`src/rtl/pixreg_buf.sv`:
```
module pixreg_buf #(
  parameter int NPIX  = 4,
  parameter int DEPTH = 5,
  parameter int TSW   = 8,
  parameter int TOTW  = 4,
  parameter int OVFW  = 8
) (
  input  logic                 clk,
  input  logic                 rst_n,
  input  logic [NPIX-1:0]      disc,
  input  logic [TSW-1:0]       ts,
  input  logic [TSW-1:0]       latency,
  input  logic                 trig,
  input  logic                 trunc_en,
  input  logic                 rd_ack,
  output logic                 rd_valid,
  output logic [TSW-1:0]       rd_ts,
  output logic [NPIX*TOTW-1:0] rd_tot,
  output logic [OVFW-1:0]      ovf_cnt
);
  localparam int CW = (DEPTH > 1) ? $clog2(DEPTH) : 1;
  localparam logic [TOTW-1:0] TOTMAX = {TOTW{1'b1}};
  localparam logic [OVFW-1:0] OVFMAX = {OVFW{1'b1}};

  logic [DEPTH-1:0] occ, flg, expire;
  logic [TSW-1:0]   cts  [DEPTH];
  logic [TOTW-1:0]  ctot [DEPTH][NPIX];
  logic [NPIX-1:0]  disc_q, act, le;
  logic [CW-1:0]    ptr  [NPIX];
  logic [CW-1:0]    alloc_idx, out_idx;
  logic             free_found, hit, take;

  assign le   = disc & ~disc_q;
  assign hit  = |le;
  assign take = hit & free_found;

  always_comb begin
    free_found = 1'b0;
    alloc_idx  = '0;
    out_idx    = '0;
    for (int i = DEPTH - 1; i >= 0; i--) begin
      expire[i] = occ[i] & ~flg[i] & ((ts - cts[i]) == latency);
      if (!occ[i]) begin
        free_found = 1'b1;
        alloc_idx  = CW'(i);
      end
      if (flg[i]) out_idx = CW'(i);
    end
  end

  assign rd_valid = |flg;
  assign rd_ts    = cts[out_idx];

  for (genvar p = 0; p < NPIX; p++) begin : g_out
    assign rd_tot[p*TOTW +: TOTW] = ctot[out_idx][p];
  end

  always_ff @(posedge clk or negedge rst_n) begin
    if (!rst_n) begin
      occ     <= '0;
      flg     <= '0;
      disc_q  <= '0;
      act     <= '0;
      ovf_cnt <= '0;
      for (int i = 0; i < DEPTH; i++) begin
        cts[i] <= '0;
        for (int p = 0; p < NPIX; p++) ctot[i][p] <= '0;
      end
      for (int p = 0; p < NPIX; p++) ptr[p] <= '0;
    end else begin
      disc_q <= disc;
      for (int i = 0; i < DEPTH; i++) begin
        if (expire[i]) begin
          if (trig) flg[i] <= 1'b1;
          else      occ[i] <= 1'b0;
        end
      end
      if (rd_ack && rd_valid) begin
        occ[out_idx] <= 1'b0;
        flg[out_idx] <= 1'b0;
      end
      if (take) begin
        occ[alloc_idx] <= 1'b1;
        flg[alloc_idx] <= 1'b0;
        cts[alloc_idx] <= ts;
        for (int p = 0; p < NPIX; p++)
          ctot[alloc_idx][p] <= le[p] ? TOTW'(1) : '0;
      end
      if (hit && !free_found && ovf_cnt != OVFMAX) ovf_cnt <= ovf_cnt + 1'b1;
      for (int p = 0; p < NPIX; p++) begin
        if (le[p]) begin
          act[p] <= take;
          ptr[p] <= alloc_idx;
        end else if (act[p]) begin
          if (!disc[p] || (trunc_en && hit) || expire[ptr[p]])
            act[p] <= 1'b0;
          else if (ctot[ptr[p]][p] != TOTMAX)
            ctot[ptr[p]][p] <= ctot[ptr[p]][p] + 1'b1;
        end
      end
    end
  end

  assert_new_cell_single_R2: assert property (@(posedge clk) disable iff (!rst_n)
    $onehot0(occ & ~$past(occ)));

  assert_alloc_needs_edge_R3: assert property (@(posedge clk) disable iff (!rst_n)
    ((occ & ~$past(occ)) != '0) |-> $past(|le));

  assert_flag_needs_trigger_R4: assert property (@(posedge clk) disable iff (!rst_n)
    $rose(rd_valid) |-> $past(trig));

  assert_ovf_only_when_full_R6: assert property (@(posedge clk) disable iff (!rst_n)
    (ovf_cnt != $past(ovf_cnt)) |-> ($past(&occ) && $past(|le)));

  assert_trunc_stops_count_R8: assert property (@(posedge clk) disable iff (!rst_n)
    $past(trunc_en && (|le) && act[0] && !le[0]) |-> !act[0]);
endmodule

```
`config.mk`:
```
export PLATFORM = sky130hd
export DESIGN_NAME = pixreg_buf
export DESIGN_NICKNAME = d
export VERILOG_FILES = /design/src/rtl/pixreg_buf.sv
export SDC_FILE = /design/constraint.sdc
export NUM_CORES = 1
export LEC_CHECK = 0
export BUFFER_PORTS_ARGS = -buffer_cell sky130_fd_sc_hd__clkbuf_2
export CAP_MARGIN = 20
export CORE_AREA = 2 2 192 194
export DETAILED_ROUTE_END_ITERATION = 16
export DIE_AREA = 0 0 194 196
export MAX_ROUTING_LAYER = met4
export PLACE_DENSITY = 0.53
export SLEW_MARGIN = 25
export SYNTH_ARGS = -nofsm -noshare
export SYNTH_HDL_FRONTEND = slang
export SYNTH_SLANG_ARGS = --single-unit
```
`constraint.sdc`:
```
create_clock -name clk -period 3.6 [get_ports clk]
set_input_delay 0.54 -clock clk [delete_from_list [all_inputs] [get_ports clk]]
set_output_delay 0.54 -clock clk [all_outputs]
set_load 0.01 [all_outputs]
```
== After elaboration in Yosys (flattened, before gate mapping) ==
Cells that the tools add are included.

* Register bits after elaboration: 158
* Bits of input ports: 25
* Word-level logic and storage cells: 258

* Add/subtract/negate cells: 10
* Magnitude comparators: 19
* Equality and inequality tests: 10
* Multiplexer cells: 129
* Bitwise gates (word level): 30
* Reduce and logical (&&, ||, !) cells: 26

{| class="wikitable"
|+ Operators by type and width
! kind !! count
|-
| 2-to-1 mux 80 bit || 17
|-
| bitwise mux 80 bit || 8
|-
| demux 16 bit (select 3 bit) || 8
|-
| binary-select mux 16 bit (select 3 bit) || 5
|-
| 2-to-1 mux 16 bit || 6
|-
| 2-to-1 mux 8 bit || 7
|-
| 2-to-1 mux 12 bit || 4
|-
| 2-to-1 mux 1 bit || 47
|-
| bitwise mux 40 bit || 1
|-
| equality test 8 bit || 5
|-
| subtractor 8 bit || 5
|-
| 2-to-1 mux 3 bit || 10
|-
| binary-select mux 8 bit (select 3 bit) || 1
|-
| demux 8 bit (select 3 bit) || 1
|-
| greater-or-equal comparator 4 bit, second input constant || 6
|-
| less-than comparator 3 x 4 -> 1 bit, second input constant || 6
|-
| inverter 3 -> 4 bit || 6
|-
| less-than comparator 4 x 1 -> 1 bit, second input constant || 5
|-
| 2-to-1 mux 5 bit || 4
|-
| adder 4 x 1 -> 4 bit, second input constant || 4
|-
| 2-to-1 mux 4 bit || 4
|-
| != test 4 bit, second input constant || 4
|-
| bitwise AND 5 bit || 3
|-
| binary-select mux 1 bit (select 3 bit) || 4
|-
| 15 further kinds || 53
|}

== Depth between registers and ports, before layout ==
* Depth after elaboration: 35
* Mapped depth: 13

== Worst setup path before layout ==
OpenSTA, ideal clock, no wires.

* Path type: input to register
* Start point: input ts[0]
* End point: register ctot[44] in the netlist's numbering
* Arrival: 3101 ps
* Path slack: 356 ps
* Stages on the path: 12
* Buffers on the path: 1
* Cells stage by stage: inv_1 ha_1 fa_1 xor2_1 nand3_1 a211oi_1 o2111ai_1 or4b_1 and4b_1 clkbuf_1 a211oi_1 a21oi_1

* Word-level cells in the longest chain between the ends: 24

{| class="wikitable"
|+ Ends and longest elaborated chain
! element !! line !! text
|-
| start, declared || 11 || <nowiki>input logic [TSW-1:0] ts,</nowiki>
|-
| subtractor 8 bit || 42 || <nowiki>expire[i] = occ[i] & ~flg[i] & ((ts - cts[i]) == latency);</nowiki>
|-
| equality test 8 bit || 42 ||
|-
| bitwise AND 1 bit || 42 ||
|-
| binary-select mux 1 bit (select 3 bit) || 95 || <nowiki>if (!disc[p] || (trunc_en && hit) || expire[ptr[p]])</nowiki>
|-
| 2-to-1 mux 1 bit (implied by the code) || 95 ||
|-
| logical OR 1 bit || 95 ||
|-
| 2-to-1 mux 80 bit || 95 ||
|-
| 2-to-1 mux 80 bit || 94 || <nowiki>end else if (act[p]) begin</nowiki>
|-
| [8 not listed] || -- ||
|-
| 2-to-1 mux 80 bit || 95 ||
|-
| 2-to-1 mux 80 bit || 94 ||
|-
| 2-to-1 mux 80 bit || 91 || <nowiki>if (le[p]) begin</nowiki>
|-
| bitwise mux 80 bit || 98 || <nowiki>ctot[ptr[p]][p] <= ctot[ptr[p]][p] + 1'b1;</nowiki>
|-
| 2-to-1 mux 80 bit || 97 || <nowiki>else if (ctot[ptr[p]][p] != TOTMAX)</nowiki>
|-
| 2-to-1 mux 80 bit || 95 ||
|-
| 2-to-1 mux 80 bit || 94 ||
|-
| 2-to-1 mux 80 bit * || 91 ||
|-
| end signal, assigned by index || 87 || <nowiki>ctot[alloc_idx][p] <= le[p] ? TOTW'(1) : '0;</nowiki>
|-
| end signal, assigned by index || 98 ||
|-
| end, declared || 27 || <nowiki>logic [TOTW-1:0] ctot [DEPTH][NPIX];</nowiki>
|}

Every way passes the cells marked *; elsewhere a longest branch is shown, timed or not. The select of a mux whose other input is x is not followed.
A chain may end at the register's enable or synchronous reset.

== Worst setup path after layout ==
* Start point: register flg[2]
* End point: output rd_tot[5]

* Word-level cells in the longest chain between the ends: 7

{| class="wikitable"
|+ Ends and longest elaborated chain
! element !! line !! text
|-
| start, declared || 25 || <nowiki>logic [DEPTH-1:0] occ, flg, expire;</nowiki>
|-
| start signal, assigned || 61 || <nowiki>flg <= '0;</nowiki>
|-
| start signal, assigned by index || 74 || <nowiki>if (trig) flg[i] <= 1'b1;</nowiki>
|-
| start signal, assigned by index || 80 || <nowiki>flg[out_idx] <= 1'b0;</nowiki>
|-
| 2-to-1 mux 3 bit (3 in series) || 47 || <nowiki>if (flg[i]) out_idx = CW'(i);</nowiki>
|-
| inverter 3 -> 4 bit (implied by the code) || 55 || <nowiki>assign rd_tot[p*TOTW +: TOTW] = ctot[out_idx][p];</nowiki>
|-
| binary-select mux 16 bit (select 3 bit) || 55 ||
|-
| 2-to-1 mux 16 bit (2 in series) || -- ||
|-
| end, declared || 18 || <nowiki>output logic [NPIX*TOTW-1:0] rd_tot,</nowiki>
|}

No other way between the ends. The select of a mux whose other input is x is not followed.

==> flow_metrics.env <==
export IMPL_status="finished clean"
export IMPL_clockRootBuffer="clkbuf_16"
export IMPL_power_density_mw_per_mm2=835
export IMPL_start_util_pct=29.5
export IMPL_hold_slack_ns=0.142
export IMPL_dp_cells=1704
export IMPL_utilization_pct=34.6
export IMPL_ys_types=74
export IMPL_crit_required_ns=3.06
export IMPL_antenna_found_initial=2
export IMPL_totalWireLength_mm=34.1
export IMPL_cts_sinks=158
export IMPL_synthFlopType="dfrtp_1"
export IMPL_use_met1_pct=25.9
export IMPL_hold_path_class="in2async"
export IMPL_reg2reg_slack_ns=0.36
export IMPL_cts_made_buffers=17
export IMPL_critPathTopFamily="compound AO/OA/AOI/OAI gates"
export IMPL_cp_arrival_ns=2.82
export IMPL_cts_clk_slew_worst_paths_ns=0.07
export IMPL_vias=9154
export IMPL_drive_above_1_share_pct=17.0
export IMPL_yosys_top_cells_area="dfrtp_1 (37%), mux2i_1 (7.0%), nand2_1 (5.9%)"
export IMPL_synth_most_common_cell="nand2_1"
export IMPL_ant_nets=0
export IMPL_rows=70
export IMPL_syn_to_final_growth_pct=17.2
export IMPL_r2r_start="cts[32]"
export IMPL_clk_insertion_delay_late_ns=0.45
export IMPL_endpoint_kind="output pin"
export IMPL_cap_violations=0
export IMPL_synth_nets=1257
export IMPL_syn_inst=1182
export IMPL_cp_depth=8
export IMPL_holdBufCountCts=0
export IMPL_htreeDepth=4
export IMPL_synth_area_sq_mm=0.0107
export IMPL_via_per_inst=5.27
export IMPL_setup_violations=0
export IMPL_cp_common_cell="a21oi_1"
export IMPL_gp_congestion=0.861
export IMPL_nets=1330
export IMPL_io_pins=58
export IMPL_synth_seq_cells=158
export IMPL_yosys_area_top_type="dfrtp_1"
export IMPL_die_height_microns=196
export IMPL_finalHoldViolations=0
export IMPL_irDropWorstVdd_v=0.000373
export IMPL_switching_share_pct=45.2
export IMPL_final_max_slew_violation_count=0
export IMPL_slowest_delay_ns=0.45
export IMPL_cp_buffers_inverters=3
export IMPL_synth_top_area_share_pct=37.1
export IMPL_use_met3_pct=2.56
export IMPL_total_power_mw=10.4
export IMPL_clkPwrFrac_pct=19.9
export IMPL_grt_busiest_layer="met2"
export IMPL_comb_power_share_pct=52.3
export IMPL_synth_avg_cell_area_sq_um=9.01
export IMPL_crit_chain="inv_1 -> a21oi_1 -> nor2_2 -> buf_4 -> mux2_2 -> a222oi_1 -> a21oi_1 -> clkbuf_2"
export IMPL_grt_max_degree=74
export IMPL_synth_edff_count=0
export IMPL_r2r_cells=11
export IMPL_place_hpwl_mm=24.3
export IMPL_startpoint_type="flip-flop"
export IMPL_ys_seq_area_share_pct=37.1
export IMPL_pwr_share_seq_pct=27.8
export IMPL_avgRoutedWirePerCell_microns=19.6
export IMPL_slew_headroom_pct=29.9
export IMPL_reg2reg_to="ctot[40]"
export IMPL_cp_max_fo=8
export IMPL_p_leak_nw=5.52
export IMPL_io_buffer_count=57
export IMPL_cts_tree="yes"
export IMPL_final_cells=1738
export IMPL_setup_tns_ns=0
export IMPL_grt_ovfl_total=0
export IMPL_ys_top_cells_by_count="nand2_1 (167), dfrtp_1 (158), nor2_1 (82)"
export IMPL_power_switching_mw=4.71
export IMPL_async_flop_share_pct=100
export IMPL_period_needed_ns=3.36
export IMPL_clock_path_buffers=2
export IMPL_fill_cells=3732
export IMPL_fp_dieW_microns=194
export IMPL_drc=0
export IMPL_post_route_period_util_pct=93.4
export IMPL_crit_slowest_cell="dfrtp_1"
export IMPL_grt_pass1_wl_mm=53.9
export IMPL_dieArea_sq_mm=0.0380
export IMPL_p_int_mw=5.71
export IMPL_yosys_warnings=0
export IMPL_grt_usage_pct=18.8
export IMPL_drtPass1Iterations=6
export IMPL_fmax_mhz=298
export IMPL_grt_setup_unrepaired="false"
export IMPL_grtUsageMet2_pct=29.0
export IMPL_clock_skew_ns=0.0158
export IMPL_critPathLaunch="flg[2]"
export IMPL_tightestPinTransition_ns=1.05
export IMPL_path_class="reg2out"
export IMPL_grt_pass1_vias=8954
export IMPL_crit_path_end="rd_tot[5]"
export IMPL_core_sq_mm=0.0361
export IMPL_drtIter0Drc=908
## registers in the layout, indices dropped and copies added (netlist names)
signal / flops
act: 4
ctot: 80
cts: 40
disc_q: 4
flg: 5
occ: 5
ovf_cnt: 8
ptr: 12
## placed cells by master, fill, tap and decap left out, types with 6 or more instances in the layout
master | netlist | layout
a211oi_1 | 9 | 9
a21o_1 | 11 | 11
a21oi_1 | 78 | 78
a222oi_1 | 24 | 24
a22oi_1 | 11 | 11
a31oi_1 | 9 | 9
and2_1 | 6 | 6
and3_1 | 7 | 7
buf_4 | 0 | 64
clkbuf_16 | 0 | 17
clkbuf_2 | 0 | 56
dfrtp_1 | 158 | 158
ha_1 | 45 | 45
inv_1 | 52 | 52
mux2_2 | 33 | 33
mux2i_1 | 75 | 75
mux4_2 | 6 | 6
nand2_1 | 167 | 166
nand2b_1 | 10 | 10
nand3_1 | 25 | 25
nand3b_1 | 12 | 12
nand4_1 | 9 | 9
nor2_1 | 82 | 81
nor2b_1 | 17 | 17
nor3_1 | 16 | 15
nor4_1 | 8 | 6
o21ai_0 | 78 | 78
o22ai_1 | 6 | 6
or3_1 | 6 | 6
xnor2_1 | 36 | 36
xor2_1 | 33 | 33
## power by group through the flow
stage,Combinational (mW),Clock [mW],Sequential [mW]
2_1_floorplan,3.78,0,2.60
3_3_place_gp,5.37,0,2.90
3_5_place_dp,5.40,0,2.91
4_1_cts,5.43,2.10,2.89
5_1_grt,6.03,2.19,2.97
6_report,5.45,2.07,2.90
## worst min path at each step
stage,startpoint,depth (start not counted),endpoint
2_1_floorplan,rst_n,0,act[0]
3_3_place_gp,ovf_cnt[6],1,ovf_cnt[6]
3_5_place_dp,ovf_cnt[7],1,ovf_cnt[7]
4_1_cts,rst_n,1,ctot[21]
5_1_grt,rst_n,1,ctot[7]
6_report,rst_n,1,ctot[37]
## what timing repair did
| item | CTS | global route |
|---|---|---|
| resized for setup | 1 | 2 |
| endpoints found under the setup margin | 4 | 4 |
| buffers inserted | 0 | 0 |
## logic make-up after synthesis
logic type / after synthesis / synth area share [%]
muxes: 114 / 11.8
AOI/OAI and AO/OA: 275 / 16.7
xor gates and xnor gates: 70 / 5.83
DFF: 158 / 37.1
and+or+nand+nor: 393 / 18.0
adders and majority gates: 50 / 6.23
buffers and inverters: 122 / 4.37
## routing by layer
layer / part of all wire [%] / routed length, microns / vias to the layer above
li1: - / - / 4390
met1: 48 / 16300 / 4472
met2: 46 / 15700 / 264
met3: 4.6 / 1580 / 28
met4: 1.5 / 499 / 0
met5: 0 / 0 / -
## metrics by stage
stage	worst slack [ns]	instance area, sq um
floorplan	0.356	10700
global placement	-0.00908	11800
detailed placement	-0.0449	11800
CTS	0.0425	12500
global route	0.0133	12500
finish	0.239	12500
## final cells by class
type                    count  area, sq um  area share, %
diodes                      2         5.00         0.0401
clock buffers              17          425           3.41
clock inverters            15          219           1.75
inverters                  52          195           1.56
multi-input cells         902         6270           50.3
flip-flops and latches    158         3950           31.7
well taps                 468          586           4.69
repair buffers            124          823           6.60
Note: power is estimated with default switching activity, not from simulation.
